File: config.mk
export PLATFORM = sky130hd
export DESIGN_NAME = wdog_safe_supervisor
export DESIGN_NICKNAME = d
export VERILOG_FILES = /design/src/rtl/wss_pkg.sv /design/src/rtl/wss_window_wdog.sv /design/src/rtl/wss_pg_filter.sv /design/src/rtl/wss_retry_budget.sv /design/src/rtl/wdog_safe_supervisor.sv
export SDC_FILE = /design/constraint.sdc
export NUM_CORES = 1
export LEC_CHECK = 0
export ABC_AREA = 1
export BUFFER_PORTS_ARGS = -buffer_cell sky130_fd_sc_hd__buf_2
export CORE_MARGIN = 5
export CORE_UTILIZATION = 55
export DETAILED_ROUTE_END_ITERATION = 6
export HOLD_SLACK_MARGIN = 0.06
export PLACE_DENSITY = 0.78
export SETUP_SLACK_MARGIN = 0.3
export SLEW_MARGIN = 20
export SYNTH_ARGS = -nofsm -noshare
export SYNTH_HDL_FRONTEND = slang
export SYNTH_SLANG_ARGS = --single-unit
File: constraint.sdc
create_clock -name clk -period 6.72 [get_ports clk]
set_input_delay 0.672 -clock clk [delete_from_list [all_inputs] [get_ports clk]]
set_output_delay 0.672 -clock clk [all_outputs]
set_load 0.05 [all_outputs]
File: src/rtl/wss_pkg.sv
package wss_pkg;
  typedef enum logic [1:0] {
    ST_RUN  = 2'd0,
    ST_WARN = 2'd1,
    ST_SAFE = 2'd2,
    ST_LOCK = 2'd3
  } wss_state_e;

  typedef enum logic [2:0] {
    CZ_UNKNOWN = 3'd0,
    CZ_WDOG    = 3'd1,
    CZ_BROWN   = 3'd2,
    CZ_EXT     = 3'd3,
    CZ_SW      = 3'd4
  } wss_cause_e;
endpackage

File: src/rtl/wss_window_wdog.sv
module wss_window_wdog #(
  parameter int CNT_W = 16
) (
  input  logic             clk,
  input  logic             rst_n,
  input  logic             en_i,
  input  logic             kick_i,
  input  logic [CNT_W-1:0] open_i,
  input  logic [CNT_W-1:0] limit_i,
  output logic             early_o,
  output logic             late_o,
  output logic             warn_o
);
  logic [CNT_W-1:0] cnt_q, cnt_d, warn_thr;
  logic             ok_kick;

  always_comb begin
    warn_thr = limit_i - (limit_i >> 2);
    ok_kick  = en_i && kick_i && (cnt_q >= open_i) && (cnt_q < limit_i);
    early_o  = en_i && kick_i && (cnt_q < open_i);
    late_o   = en_i && (cnt_q >= limit_i);
    warn_o   = en_i && (cnt_q >= warn_thr);
    if (!en_i || ok_kick) begin
      cnt_d = '0;
    end else if (cnt_q < limit_i) begin
      cnt_d = cnt_q + CNT_W'(1);
    end else begin
      cnt_d = cnt_q;
    end
  end

  always_ff @(posedge clk or negedge rst_n) begin
    if (!rst_n) cnt_q <= '0;
    else        cnt_q <= cnt_d;
  end


  restart_on_enable_chk: assert property (@(posedge clk) disable iff (!rst_n)
    $rose(en_i) |-> (cnt_q == '0));
endmodule

File: src/rtl/wss_pg_filter.sv
module wss_pg_filter #(
  parameter int PG_W = 8
) (
  input  logic            clk,
  input  logic            rst_n,
  input  logic            pgood_i,
  input  logic [PG_W-1:0] len_i,
  output logic            stable_o
);
  logic [PG_W-1:0] run_q, run_d;

  always_comb begin
    if (!pgood_i)          run_d = '0;
    else if (run_q < len_i) run_d = run_q + PG_W'(1);
    else                   run_d = run_q;
    stable_o = pgood_i && (run_q >= len_i);
  end

  always_ff @(posedge clk or negedge rst_n) begin
    if (!rst_n) run_q <= '0;
    else        run_q <= run_d;
  end


  stable_has_history_chk: assert property (@(posedge clk) disable iff (!rst_n)
    (stable_o && len_i != '0) |-> $past(pgood_i));
endmodule

File: src/rtl/wss_retry_budget.sv
module wss_retry_budget #(
  parameter int RETRY_W = 4,
  parameter int WIN_W   = 16
) (
  input  logic               clk,
  input  logic               rst_n,
  input  logic               fault_i,
  input  logic               clear_i,
  input  logic               freeze_i,
  input  logic [RETRY_W-1:0] limit_i,
  input  logic [WIN_W-1:0]   win_i,
  output logic [RETRY_W-1:0] cnt_o,
  output logic               exceed_o
);
  logic [RETRY_W-1:0] cnt_q, cnt_d;
  logic [WIN_W-1:0]   wcnt_q, wcnt_d;
  logic               act_q, act_d;
  logic               win_exp, fresh;
  logic [RETRY_W:0]   cand;

  always_comb begin
    win_exp  = act_q && (wcnt_q == win_i - WIN_W'(1));
    fresh    = !act_q || win_exp;
    cand     = fresh ? (RETRY_W+1)'(1) : ({1'b0, cnt_q} + (RETRY_W+1)'(1));
    exceed_o = cand > {1'b0, limit_i};
    cnt_d    = cnt_q;
    wcnt_d   = wcnt_q;
    act_d    = act_q;
    if (clear_i) begin
      cnt_d  = '0;
      wcnt_d = '0;
      act_d  = 1'b0;
    end else if (fault_i) begin
      cnt_d  = cand[RETRY_W] ? '1 : cand[RETRY_W-1:0];
      act_d  = 1'b1;
      wcnt_d = fresh ? '0 : wcnt_q + WIN_W'(1);
    end else if (!freeze_i && act_q) begin
      if (win_exp) begin
        cnt_d  = '0;
        wcnt_d = '0;
        act_d  = 1'b0;
      end else begin
        wcnt_d = wcnt_q + WIN_W'(1);
      end
    end
  end

  always_ff @(posedge clk or negedge rst_n) begin
    if (!rst_n) begin
      cnt_q  <= '0;
      wcnt_q <= '0;
      act_q  <= 1'b0;
    end else begin
      cnt_q  <= cnt_d;
      wcnt_q <= wcnt_d;
      act_q  <= act_d;
    end
  end

  assign cnt_o = cnt_q;


  retry_stable_chk: assert property (@(posedge clk) disable iff (!rst_n)
    (!fault_i && !clear_i && !win_exp) |=> $stable(cnt_q));
endmodule

File: src/rtl/wdog_safe_supervisor.sv
module wdog_safe_supervisor
  import wss_pkg::*;
#(
  parameter int CNT_W     = 16,
  parameter int PG_W      = 8,
  parameter int RETRY_W   = 4,
  parameter int WIN_W     = 16,
  parameter int RST_PULSE = 4
) (
  input  logic               clk,
  input  logic               rst_n,
  input  logic               kick_i,
  input  logic               pgood_i,
  input  logic               overtemp_i,
  input  logic               ack_i,
  input  logic               ext_fault_i,
  input  logic               sw_fault_i,
  input  logic [CNT_W-1:0]   cfg_open_i,
  input  logic [CNT_W-1:0]   cfg_timeout_i,
  input  logic [PG_W-1:0]    cfg_pg_stable_i,
  input  logic [RETRY_W-1:0] cfg_retry_limit_i,
  input  logic [WIN_W-1:0]   cfg_retry_win_i,
  output logic               comp_rst_n_o,
  output logic               safe_force_o,
  output logic [1:0]         state_o,
  output logic [2:0]         cause_o,
  output logic [RETRY_W-1:0] retry_cnt_o
);
  localparam int REL_W = $clog2(RST_PULSE + 1);
  localparam logic [REL_W-1:0] REL_LAST = REL_W'(RST_PULSE - 1);

  wss_state_e       state_q, state_d;
  wss_cause_e       cause_q, cause_d, cause_sel;
  logic [REL_W-1:0] rel_q, rel_d;
  logic             active, fault, wd_fault, lock_release;
  logic             wd_early, wd_late, wd_warn, pg_ok, retry_exceed;

  assign active = (state_q == ST_RUN) || (state_q == ST_WARN);

  wss_window_wdog #(.CNT_W(CNT_W)) u_wdog (
    .clk     (clk),
    .rst_n   (rst_n),
    .en_i    (active),
    .kick_i  (kick_i),
    .open_i  (cfg_open_i),
    .limit_i (cfg_timeout_i),
    .early_o (wd_early),
    .late_o  (wd_late),
    .warn_o  (wd_warn)
  );

  wss_pg_filter #(.PG_W(PG_W)) u_pgf (
    .clk      (clk),
    .rst_n    (rst_n),
    .pgood_i  (pgood_i),
    .len_i    (cfg_pg_stable_i),
    .stable_o (pg_ok)
  );

  wss_retry_budget #(.RETRY_W(RETRY_W), .WIN_W(WIN_W)) u_retry (
    .clk      (clk),
    .rst_n    (rst_n),
    .fault_i  (fault),
    .clear_i  (lock_release),
    .freeze_i (state_q == ST_LOCK),
    .limit_i  (cfg_retry_limit_i),
    .win_i    (cfg_retry_win_i),
    .cnt_o    (retry_cnt_o),
    .exceed_o (retry_exceed)
  );

  always_comb begin
    wd_fault = wd_early || wd_late;
    fault    = active && (!pgood_i || wd_fault || ext_fault_i || sw_fault_i);
    if (!pgood_i)         cause_sel = CZ_BROWN;
    else if (wd_fault)    cause_sel = CZ_WDOG;
    else if (ext_fault_i) cause_sel = CZ_EXT;
    else                  cause_sel = CZ_SW;
  end

  always_comb begin
    state_d      = state_q;
    cause_d      = cause_q;
    rel_d        = '0;
    lock_release = 1'b0;
    case (state_q)
      ST_RUN, ST_WARN: begin
        if (fault) begin
          cause_d = cause_sel;
          state_d = retry_exceed ? ST_LOCK : ST_SAFE;
        end else begin
          state_d = (wd_warn || overtemp_i) ? ST_WARN : ST_RUN;
        end
      end
      ST_SAFE: begin
        if (pg_ok) begin
          if (rel_q == REL_LAST) state_d = ST_RUN;
          else                   rel_d   = rel_q + REL_W'(1);
        end
      end
      ST_LOCK: begin
        if (ack_i && pg_ok) begin
          state_d      = ST_SAFE;
          lock_release = 1'b1;
        end
      end
      default: state_d = ST_SAFE;
    endcase
  end

  always_ff @(posedge clk or negedge rst_n) begin
    if (!rst_n) begin
      state_q <= ST_SAFE;
      cause_q <= CZ_UNKNOWN;
      rel_q   <= '0;
    end else begin
      state_q <= state_d;
      cause_q <= cause_d;
      rel_q   <= rel_d;
    end
  end

  assign safe_force_o = !active || !pgood_i;
  assign comp_rst_n_o = active && pgood_i;
  assign state_o      = state_q;
  assign cause_o      = cause_q;


  lock_hold_chk: assert property (@(posedge clk) disable iff (!rst_n)
    (state_q == ST_LOCK && !(ack_i && pg_ok)) |=> (state_q == ST_LOCK));


  release_needs_power_chk: assert property (@(posedge clk) disable iff (!rst_n)
    (state_q == ST_SAFE) |=> (state_q != ST_RUN || $past(pg_ok)));


  timeout_forces_safe_chk: assert property (@(posedge clk) disable iff (!rst_n)
    (active && wd_late) |=> (state_q == ST_SAFE || state_q == ST_LOCK));


  lock_over_budget_chk: assert property (@(posedge clk) disable iff (!rst_n)
    $rose(state_q == ST_LOCK) |-> (retry_cnt_o > cfg_retry_limit_i));


  cause_hold_chk: assert property (@(posedge clk) disable iff (!rst_n)
    !fault |=> $stable(cause_q));
endmodule

==> out/metrics.yaml <==
status: "finished, final reports clean"
routed_via_density: 5.285
hold_violations: 0
holdWs_ns: 0.4434
crit_fanout: 4
required_ns: 6.98
finalSetupTns_ns: 0
wl_um: 13990
ant_nets: 0
ctsHoldBuffers: 0
synth_nets: 1046
synth_common_cells: "nand2_1 (212), inv_1 (149), ha_1 (80)"
num_rows: 38
dp_hpwl_um: 11320
grt_antenna_before_repair: 0
gp_congestion: 0.9118
grt_pass1_vias: 5457
chipHeight_um: 115.0
p_per_area_nw_per_um2: 126.8
ys.flop_type: "dfrtp_1"
worst_setup_path_start_kind: "primary input"
nets: 1119
cts_tree: "yes"
port_buffers: 78
die_w_um: 115.0
final_max_slew_viol_count: 0
synthDistinctLibCells: 50
yosys.area.top_type: "dfrtp_1"
period_share_pct: 52.26
crit_start: "cfg_timeout_i[4]"
r2r-end: "u_retry.wcnt_q[6]$_DFFE_PN0P_"
setup_violations: 0
grt_max_degree: 54
rsz0062_at_grt: "false"
grt-ovfl-total: 0
dr.first_iter.drc_count: 443
async_flop_share_pct: 100.0
htree_levels: 2
n_fill_cell: 1049
multi_input_area_um2: 4083
synth.avg_cell_area_um2: 6.762
dieArea_um2: 13230
fin_worst_skew_ns: 0.01270
hold_class: "reg2reg"
ys_ff_latch: 53
syn_area_um2: 6066
grt.total_usage_pct: 21.91
wl_per_cell_um: 12.59
ys_top_cells_by_area: "dfrtp_1 (21%), ha_1 (17%), nand2_1 (13%), inv_1 (9.2%), nand3_1 (5.2%)"
worst_slew_pin_slew_ns: 0.7389
syn_inst: 897
drive_gt1_share_pct: 13.39
cts_setup_buffers: 0
clk_pin_slew_worst_paths_ns: 0.10
setup.worst_path.end: "state_o[0]$_DFFE_PN0P_"
start_util_pct: 55.96
min_path_cells: 1
relSlewSlack_pct: 50.56
pin_count: 79
rr_worst_depth: 11
drv_cap: 0
clockBufferDepth: 2
drcViolationCount: 0
ys_seq_area_share_pct: 21.89
root_buffer: "clkbuf_8"
cts.sinks: 53
core_um2: 10840
critical_path_class: "in2reg"
p_leak_nw: 3.700
grt_pass1_wl_um: 24390
cts_buffers: 5
ys_warn_count: 0
worstHoldStart: "rel_q[0]$_DFF_PN0_"
ir_drop_mv: 0.1243
cts_resized: 0
register_area_um2: 1328
fmax_mhz: 284.7
drt_first_pass_iters: 5
fin_crit_ns: 3.512
r2r_start: "u_wdog.cnt_q[9]$_DFFE_PN0P_"
rrSetupSlack_ns: 3.78
synth_edf_count: 0
diodes: 0
clkLatencyLatePin_ns: 0.32
yosysMostFrequentCell: "nand2_1"
worst_setup_path_end_kind: "flop"
syn_to_final_growth_pct: 9.880
cp.arrival_ns: 3.77
routed-via-count: 5872
synth.top_cell.area_share_pct: 21.45
==> routing by layer <==
| metal | track usage (%) | vias up | wire length (µm) |
|---|---|---|---|
| met1 | 29.73 | 2641 | 6599 |
| li1 | - | 3095 | - |
| met3 | 2.789 | 10 | 637 |
| met2 | 37.96 | 126 | 6606 |
| met5 | 0 | - | 0 |
| met4 | 3.678 | 0 | 148 |
==> final cells by class <==
type / count / area share, %
well taps: 140 / 2.628
clock buffers: 6 / 1.239
clock inverters: 2 / 0.2440
repair buffers: 79 / 5.970
flip-flops and latches: 53 / 19.92
inverters: 155 / 8.748
multi-input cells: 676 / 61.25
==> worst max-delay path: stages <==
cell,delay (ns)
buf_2,0.09
inv_1,0.05
ha_1,0.33
a21o_1,0.20
a31oi_1,0.26
o21ai_0,0.19
a21oi_1,0.25
o21ai_0,0.20
a21oi_1,0.20
xor2_1,0.09
ha_1,0.32
nand4_1,0.14
nor3_1,0.21
nand3_1,0.11
nand3_1,0.13
a21o_1,0.12
nand2_1,0.05
nand2_1,0.07
nand2_1,0.05
nand2_1,0.07
==> metrics by stage <==
step	area, µm²	utilization, %	instances	power, mW	setup slack (ns)
3_3_place_gp	6566	60.57	1103	0.6447	2.953
2_1_floorplan	6066	-	897	0.5722	3.364
6_report	6665	61.48	1111	0.8450	3.208
5_1_grt	6665	61.48	1111	0.9141	2.707
3_5_place_dp	6566	60.57	1103	0.6507	2.888
4_1_cts	6665	61.48	1111	0.8505	3.218
==> logic make-up after synthesis <==
kind of cell | after synthesis | share of synthesized area, %
AND/OR/NAND/NOR | 442 | 34.47
buffers and inverters | 168 | 10.81
AO/OA/AOI/OAI | 116 | 10.66
adder cells (fa/ha/maj) | 81 | 16.83
flip-flops | 53 | 21.89
XOR/XNOR | 37 | 5.342
==> how the worst min path moves through the flow <==
stage / slack, ns / to
CTS: 0.45 / rel_q[0]$_DFF_PN0_
detailed placement: 0.43 / rel_q[0]$_DFF_PN0_
floorplan: 0.38 / cause_o[0]$_DFFE_PN0P_
global route: 0.47 / rel_q[0]$_DFF_PN0_
global placement: 0.43 / rel_q[0]$_DFF_PN0_
finish: 0.44 / rel_q[0]$_DFF_PN0_
==> where the power goes <==
| part | switching (mW) | internal, mW |
|---|---|---|
| clock network | 0.114 | 0.0852 |
| logic | 0.163 | 0.116 |
| registers | 0.0287 | 0.338 |
==> flip-flops by register name, summed over array words and instances (netlist names) <==
| register | count |
|---|---|
| rel_q | 3 |
| state_o | 2 |
| u_retry.cnt_o | 4 |
| cause_o | 3 |
| u_retry.wcnt_q | 16 |
| u_pgf.run_q | 8 |
| u_retry.act_q | 1 |
| u_wdog.cnt_q | 16 |
==> cells in the final DEF, fill, tap and decap left out, types with 2 or more instances in the layout <==
cell        n
inv_1     149
nor3b_1     5
nor3_1     19
nand2_4     2
nor2_2      6
o21ai_1     3
dfrtp_1    52
nand3b_1    5
a21o_1      4
nor2_1     66
inv_2       5
clkbuf_8    6
and2_1      2
nand2_1   212
nand2_2     2
nand3_1    63
nor4_1      7
o21ai_0    40
a21oi_1    51
ha_1       80
xnor2_1    11
buf_2      78
xor2_1     26
or2_2       4
nand4_1    28
a31oi_1     7
nand3_2    13
o211ai_1    3
No activity file was read; power rests on OpenSTA's default activity.
